===== config.mk =====
export PLATFORM = sky130hd
export DESIGN_NAME = adc_read_seq
export DESIGN_NICKNAME = d
export VERILOG_FILES = /design/src/rtl/adc_seq_pkg.sv /design/src/rtl/adc_busy_sync.sv /design/src/rtl/adc_seq_timer.sv /design/src/rtl/adc_word_capture.sv /design/src/rtl/adc_read_seq.sv
export SDC_FILE = /design/constraint.sdc
export NUM_CORES = 1
export LEC_CHECK = 0
export ABC_AREA = 1
export BUFFER_PORTS_ARGS = -buffer_cell sky130_fd_sc_hd__buf_2
export CORE_MARGIN = 3
export CORE_UTILIZATION = 42
export CTS_CLUSTER_SIZE = 14
export DETAILED_ROUTE_END_ITERATION = 8
export PLACE_DENSITY_LB_ADDON = 0.25
export SLEW_MARGIN = 15
export SYNTH_ARGS = -nofsm -noshare
export SYNTH_HDL_FRONTEND = slang
export SYNTH_HIERARCHICAL = 1
export SYNTH_SLANG_ARGS = --single-unit

===== constraint.sdc =====
create_clock -name clk -period 5.2 [get_ports clk]
set_input_delay 0.78 -clock clk [delete_from_list [all_inputs] [get_ports clk]]
set_output_delay 0.78 -clock clk [all_outputs]
set_load 0.005 [all_outputs]

===== src/rtl/adc_seq_pkg.sv =====
package adc_seq_pkg;

  typedef enum logic [3:0] {
    S_IDLE,
    S_START,
    S_WAIT_HI,
    S_WAIT_LO,
    S_RELEASE,
    S_RD_HI,
    S_SWITCH,
    S_RD_LO,
    S_DONE
  } seq_state_t;

  // A programmed delay never drops below one cycle.
  function automatic int clamp1(input int cyc);
    return (cyc < 1) ? 1 : cyc;
  endfunction

  // Counter width able to hold the largest of four delays.
  function automatic int delay_width(input int a, input int b, input int c, input int d);
    int m;
    m = a;
    if (b > m) m = b;
    if (c > m) m = c;
    if (d > m) m = d;
    return (m < 2) ? 1 : $clog2(m);
  endfunction

endpackage


===== src/rtl/adc_busy_sync.sv =====
module adc_busy_sync (
  input  logic clk,
  input  logic rst_n,
  input  logic busy_async,
  output logic busy_lvl,
  output logic busy_fall
);
  logic meta_q, sync_q, last_q;

  always_ff @(posedge clk or negedge rst_n) begin
    if (!rst_n) begin
      meta_q <= 1'b0;
      sync_q <= 1'b0;
      last_q <= 1'b0;
    end else begin
      meta_q <= busy_async;
      sync_q <= meta_q;
      last_q <= sync_q;
    end
  end

  assign busy_lvl  = sync_q;
  assign busy_fall = last_q & ~sync_q;
endmodule


===== src/rtl/adc_seq_timer.sv =====
module adc_seq_timer #(
  parameter int TW = 8
) (
  input  logic          clk,
  input  logic          rst_n,
  input  logic          load,
  input  logic [TW-1:0] load_val,
  output logic          zero
);
  logic [TW-1:0] cnt_q;

  always_ff @(posedge clk or negedge rst_n) begin
    if (!rst_n)             cnt_q <= '0;
    else if (load)          cnt_q <= load_val;
    else if (cnt_q != '0)   cnt_q <= cnt_q - 1'b1;
  end

  assign zero = (cnt_q == '0);
endmodule


===== src/rtl/adc_word_capture.sv =====
module adc_word_capture #(
  parameter int BUS_W  = 8,
  parameter int DATA_W = 12
) (
  input  logic              clk,
  input  logic              rst_n,
  input  logic              cap_hi,
  input  logic              cap_lo,
  input  logic [BUS_W-1:0]  bus,
  output logic [DATA_W-1:0] word
);
  localparam int LO_W = DATA_W - BUS_W;

  logic [BUS_W-1:0]  hi_q;
  logic [DATA_W-1:0] word_q;

  always_ff @(posedge clk or negedge rst_n) begin
    if (!rst_n) begin
      hi_q   <= '0;
      word_q <= '0;
    end else begin
      if (cap_hi) hi_q   <= bus;
      if (cap_lo) word_q <= {hi_q, bus[LO_W-1:0]};
    end
  end

  assign word = word_q;
endmodule


===== src/rtl/adc_read_seq.sv =====
module adc_read_seq
  import adc_seq_pkg::*;
#(
  parameter int LOW_CYC    = 13,
  parameter int HOLD_CYC   = 13,
  parameter int SETTLE_CYC = 13,
  parameter int BUSY_TMO   = 100,
  parameter int BUS_W      = 8,
  parameter int DATA_W     = 12
) (
  input  logic              clk,
  input  logic              rst_n,
  input  logic              start_req,
  input  logic              busy_in,
  input  logic [BUS_W-1:0]  bus_in,
  output logic              conv_n,
  output logic              byte_sel,
  output logic [DATA_W-1:0] result,
  output logic              result_valid,
  output logic              timeout_err
);
  localparam int LOW_E    = clamp1(LOW_CYC);
  localparam int HOLD_E   = clamp1(HOLD_CYC);
  localparam int SETTLE_E = clamp1(SETTLE_CYC);
  localparam int TMO_E    = clamp1(BUSY_TMO);
  localparam int TW       = delay_width(LOW_E, HOLD_E, SETTLE_E, TMO_E);

  seq_state_t    state_q, nxt;
  logic          busy_lvl, busy_fall;
  logic          tmr_zero, tmr_load;
  logic [TW-1:0] tmr_val;
  logic          err_q;
  logic          timeout_hit;

  adc_busy_sync u_sync (
    .clk        (clk),
    .rst_n      (rst_n),
    .busy_async (busy_in),
    .busy_lvl   (busy_lvl),
    .busy_fall  (busy_fall)
  );

  adc_seq_timer #(.TW(TW)) u_timer (
    .clk      (clk),
    .rst_n    (rst_n),
    .load     (tmr_load),
    .load_val (tmr_val),
    .zero     (tmr_zero)
  );

  assign timeout_hit = (state_q == S_WAIT_HI) && !busy_lvl && tmr_zero;

  always_comb begin
    nxt = state_q;
    unique case (state_q)
      S_IDLE:    if (start_req) nxt = S_START;
      S_START:   if (tmr_zero) nxt = S_WAIT_HI;
      S_WAIT_HI: if (busy_lvl) nxt = S_WAIT_LO;
                 else if (tmr_zero) nxt = S_IDLE;
      S_WAIT_LO: if (busy_fall) nxt = S_RELEASE;
      S_RELEASE: if (tmr_zero) nxt = S_RD_HI;
      S_RD_HI:   nxt = S_SWITCH;
      S_SWITCH:  if (tmr_zero) nxt = S_RD_LO;
      S_RD_LO:   nxt = S_DONE;
      S_DONE:    nxt = S_IDLE;
      default:   nxt = S_IDLE;
    endcase
  end

  always_comb begin
    unique case (nxt)
      S_START:   tmr_val = TW'(LOW_E - 1);
      S_WAIT_HI: tmr_val = TW'(TMO_E - 1);
      S_RELEASE: tmr_val = TW'(HOLD_E - 1);
      S_SWITCH:  tmr_val = TW'(SETTLE_E - 1);
      default:   tmr_val = '0;
    endcase
  end

  assign tmr_load = (nxt != state_q);

  always_ff @(posedge clk or negedge rst_n) begin
    if (!rst_n) begin
      state_q <= S_IDLE;
      err_q   <= 1'b0;
    end else begin
      state_q <= nxt;
      err_q   <= timeout_hit;
    end
  end

  adc_word_capture #(.BUS_W(BUS_W), .DATA_W(DATA_W)) u_cap (
    .clk    (clk),
    .rst_n  (rst_n),
    .cap_hi (state_q == S_RD_HI),
    .cap_lo (state_q == S_RD_LO),
    .bus    (bus_in),
    .word   (result)
  );

  assign conv_n       = !((state_q == S_START) || (state_q == S_WAIT_HI) ||
                          (state_q == S_WAIT_LO));
  assign byte_sel     = !((state_q == S_SWITCH) || (state_q == S_RD_LO));
  assign result_valid = (state_q == S_DONE);
  assign timeout_err  = err_q;
endmodule


==> run_results.csv <==
group,metric,value,unit
run_status,outcome,"completed",
detailed_routing,met1_length,1.645,mm
global_route,antenna_found_initial,0,
die,fp.dieH,70.88,um
sta,finalSetupTns,0,ns
final_layout,nets,261,
cts,path_clk_slew,0.07,ns
run,max-cap-violations,0,
sta,worst_pin_slew,0.7744,ns
cts,cts_buffers,5,
final_layout,seq_area,875.8,um2
synth,synth_nets,232,
synth,ys_ff_latch,35,
sta,setup_viol_count_final,0,
pwr,power_density,604.8,nW/um2
critical_path,crit_type,"reg2reg",
cts,cts-resized-gates,0,
sta,slew_headroom,48.37,%
sta,drv_slew,0,
cts,root_buffer,"clkbuf_8",
synth,syn_avg_cell_area,8.110,um2
sta,fin_crit,2.362,ns
cts,cts.sinks,35,
synth,synth_edf_count,0,
detailed_routing,met2_length,1.495,mm
worst_hold_path,hp-class,"reg2reg",
critical_path,worstSetupStartpointType,"register",
global_route,grt-ovfl-total,0,
die,die_x,70.88,um
detailed_routing,drt_wl_total,3.324,mm
final_layout,instances_no_fill,295,
synth,synth_warnings,6,
synth,synth.most_common_cell,"nand2_1",
detailed_routing,drt_iter0_drc,41,
detailed_routing,drt_pre_antenna_iters,4,
place,io_buffer_count,27,
detailed_routing,via_per_inst,4.698,
global_route,grt_pass1_vias,1296,
die,ios,28,
synth,yosys.area.top_type_share,49.54,%
cts,tritoncts,"yes",
detailed_routing,wl_per_cell,11.27,um
critical_path,critPathRequiredTime,5.41,ns
critical_path,worstSetupEndpointType,"register",
final_layout,multiInputGateArea,782.0,um2
cts,holdBufCountCts,0,
synth,ys_seq_area_share,49.54,%
synth,synthTopCellsByCount,"nand2_1 (96), dfrtp_1 (35), inv_1 (12), nand3_1 (12), nor2_1 (10)",
die,coreArea,3854,um2
global_route,grt_max_degree,36,
synth,synthFlopType,"dfrtp_1",
die,dieArea,5024,um2
synth,synthCells,218,
critical_path,path_max_fanout,11,
place,dpl.cell_count,288,
critical_path,worstPathArrival,2.57,ns
sta,hold_viol,0,
synth,synth_cell_type_count,27,
global_route,track_usage,14.46,%
sta,fin_crit_sh,45.42,%
detailed_routing,dr_wl_met3,156,um
detailed_routing,drtAntennaViolNets,0,
sta,clock.fmax,0.4234,GHz
place,place_congestion,0.8558,
final_layout,diodes,0,
cts,cts_max_path_buffers,2,
die,initial_utilization,45.88,%
detailed_routing,maxUsedRoutingLayer,"met4",
final_layout,nFillCells,392,
cts,clk_latency,0.28,ns
synth,synth_top_area_cell,"dfrtp_1",
synth,syn_area,1768,um2
place,dpl.hpwl,2.382,mm
synth,synth_area_leaders,"dfrtp_1 (50%), nand2_1 (20%), nand3_1 (3.4%)",
sta,rsz0062_at_grt,"false",
pwr,power.leakage,1.117,nW
final_layout,syn_to_final_growth,15.07,%
global_route,grt_pass1_wl,5.727,mm
synth,ys_async_sr_fraction,100.0,%
detailed_routing,routed-via-count,1386,
die,rows,22,
detailed_routing,drc_errors,0,
final_layout,layout-drive-gt1-share,25.10,%
sta,fin_worst_skew,0.006776,ns
cts,cts_setup_buffers,0,
pwr,vdd_ir_drop_max,0.2651,mV
cts,htree_levels,2,
-- critical path, stage by stage (launching register included) --
cell and delay, ns:
dfrtp_1 0.37, inv_1 0.13, ha_1 0.21, nand2_4 0.08
nor2_8 0.17, inv_1 0.10, a21oi_1 0.13, nor2_1 0.06
nor2_2 0.11, nand3_1 0.07, nand2_1 0.07, nand3_1 0.29
inv_1 0.23, o21ai_0 0.12, o21ai_0 0.15
-- cell usage in the layout (no fill, tap or decap), types with 4 or more instances in the layout --
| cell type | instances |
|---|---|
| nand3_1 | 12 |
| nand2_1 | 96 |
| nor2_1 | 10 |
| inv_1 | 12 |
| nor2_2 | 5 |
| clkbuf_8 | 5 |
| o21ai_0 | 4 |
| dfrtp_1 | 35 |
| nor2_4 | 5 |
| buf_2 | 27 |
| inv_2 | 8 |
-- routing by layer --
metal | vias up | track usage [%]
met5 | - | 0
met4 | 0 | 6.889
met3 | 2 | 2.841
met2 | 38 | 21.63
met1 | 622 | 20.13
li1 | 724 | -
-- where the power goes --
group          internal [mW]  total, mW  leakage [nW]  switching [mW]
Combinational          0.206      0.541         0.630           0.335
Sequential             0.379      0.453         0.437          0.0735
Clock                  0.140      0.237        0.0502          0.0965
-- cell families (layout without fill, tap and decap cells) --
family                   count (synthesis)  after routing  share of synthesized area, %
adder cells (fa/ha/maj)                  2              2                         1.415
XOR/XNOR                                 3              3                         1.486
buffers and inverters                   25             54                         6.511
AND/OR/NAND/NOR                        141            141                         37.08
AO/OA/AOI/OAI                           11             11                         3.751
other                                    1              1                        0.2121
flip-flops                              35             35                         49.54
-- registers in the layout, summed over array words and instances, names as in the netlist --
| register | flops |
|---|---|
| u_timer/cnt_q | 7 |
| u_sync/last_q | 1 |
| u_cap/hi_q | 8 |
| u_sync/busy_lvl | 1 |
| timeout_err | 1 |
| u_cap/word | 12 |
| state_q | 4 |
| u_sync/meta_q | 1 |
-- cell type report --
class | count | area share, %
Tap cell | 48 | 2.952
Clock inverter | 2 | 1.845
Sequential cell | 35 | 43.05
Clock buffer | 5 | 3.383
Timing Repair Buffer | 27 | 6.642
Multi-Input combinational cell | 158 | 38.44
Inverter | 20 | 3.690
-- worst paths after layout --
path	to	startpoint	slack, ns	cells past startpoint
min in group asynchronous	u_cap/word[2]	rst_n	0.57	1
min reg2reg	u_sync/busy_lvl	u_sync/meta_q	0.35	0
max in group asynchronous	u_timer/cnt_q[0]	rst_n	4.14	1
min	u_sync/busy_lvl	u_sync/meta_q	0.35	0
max reg2reg	u_timer/cnt_q[2]	u_timer/cnt_q[0]	2.84	14
max	u_timer/cnt_q[2]	u_timer/cnt_q[0]	2.84	14
-- metrics by stage --
stage                     hold slack, ns  area [um2]  setup slack [ns]  utilization (%)  total power [mW]
after floorplan                   0.3312        1768             3.248                -            0.8745
after global placement            0.3390        1923             2.950            49.90            0.9873
after detailed placement          0.3347        1923             2.902            49.90            0.9977
after CTS                         0.3500        2029             2.846            52.66             1.240
after global routing              0.3675        2034             2.543            52.79             1.346
final                             0.3488        2034             2.838            52.79             1.231
No activity file was read; power rests on OpenSTA's default activity.
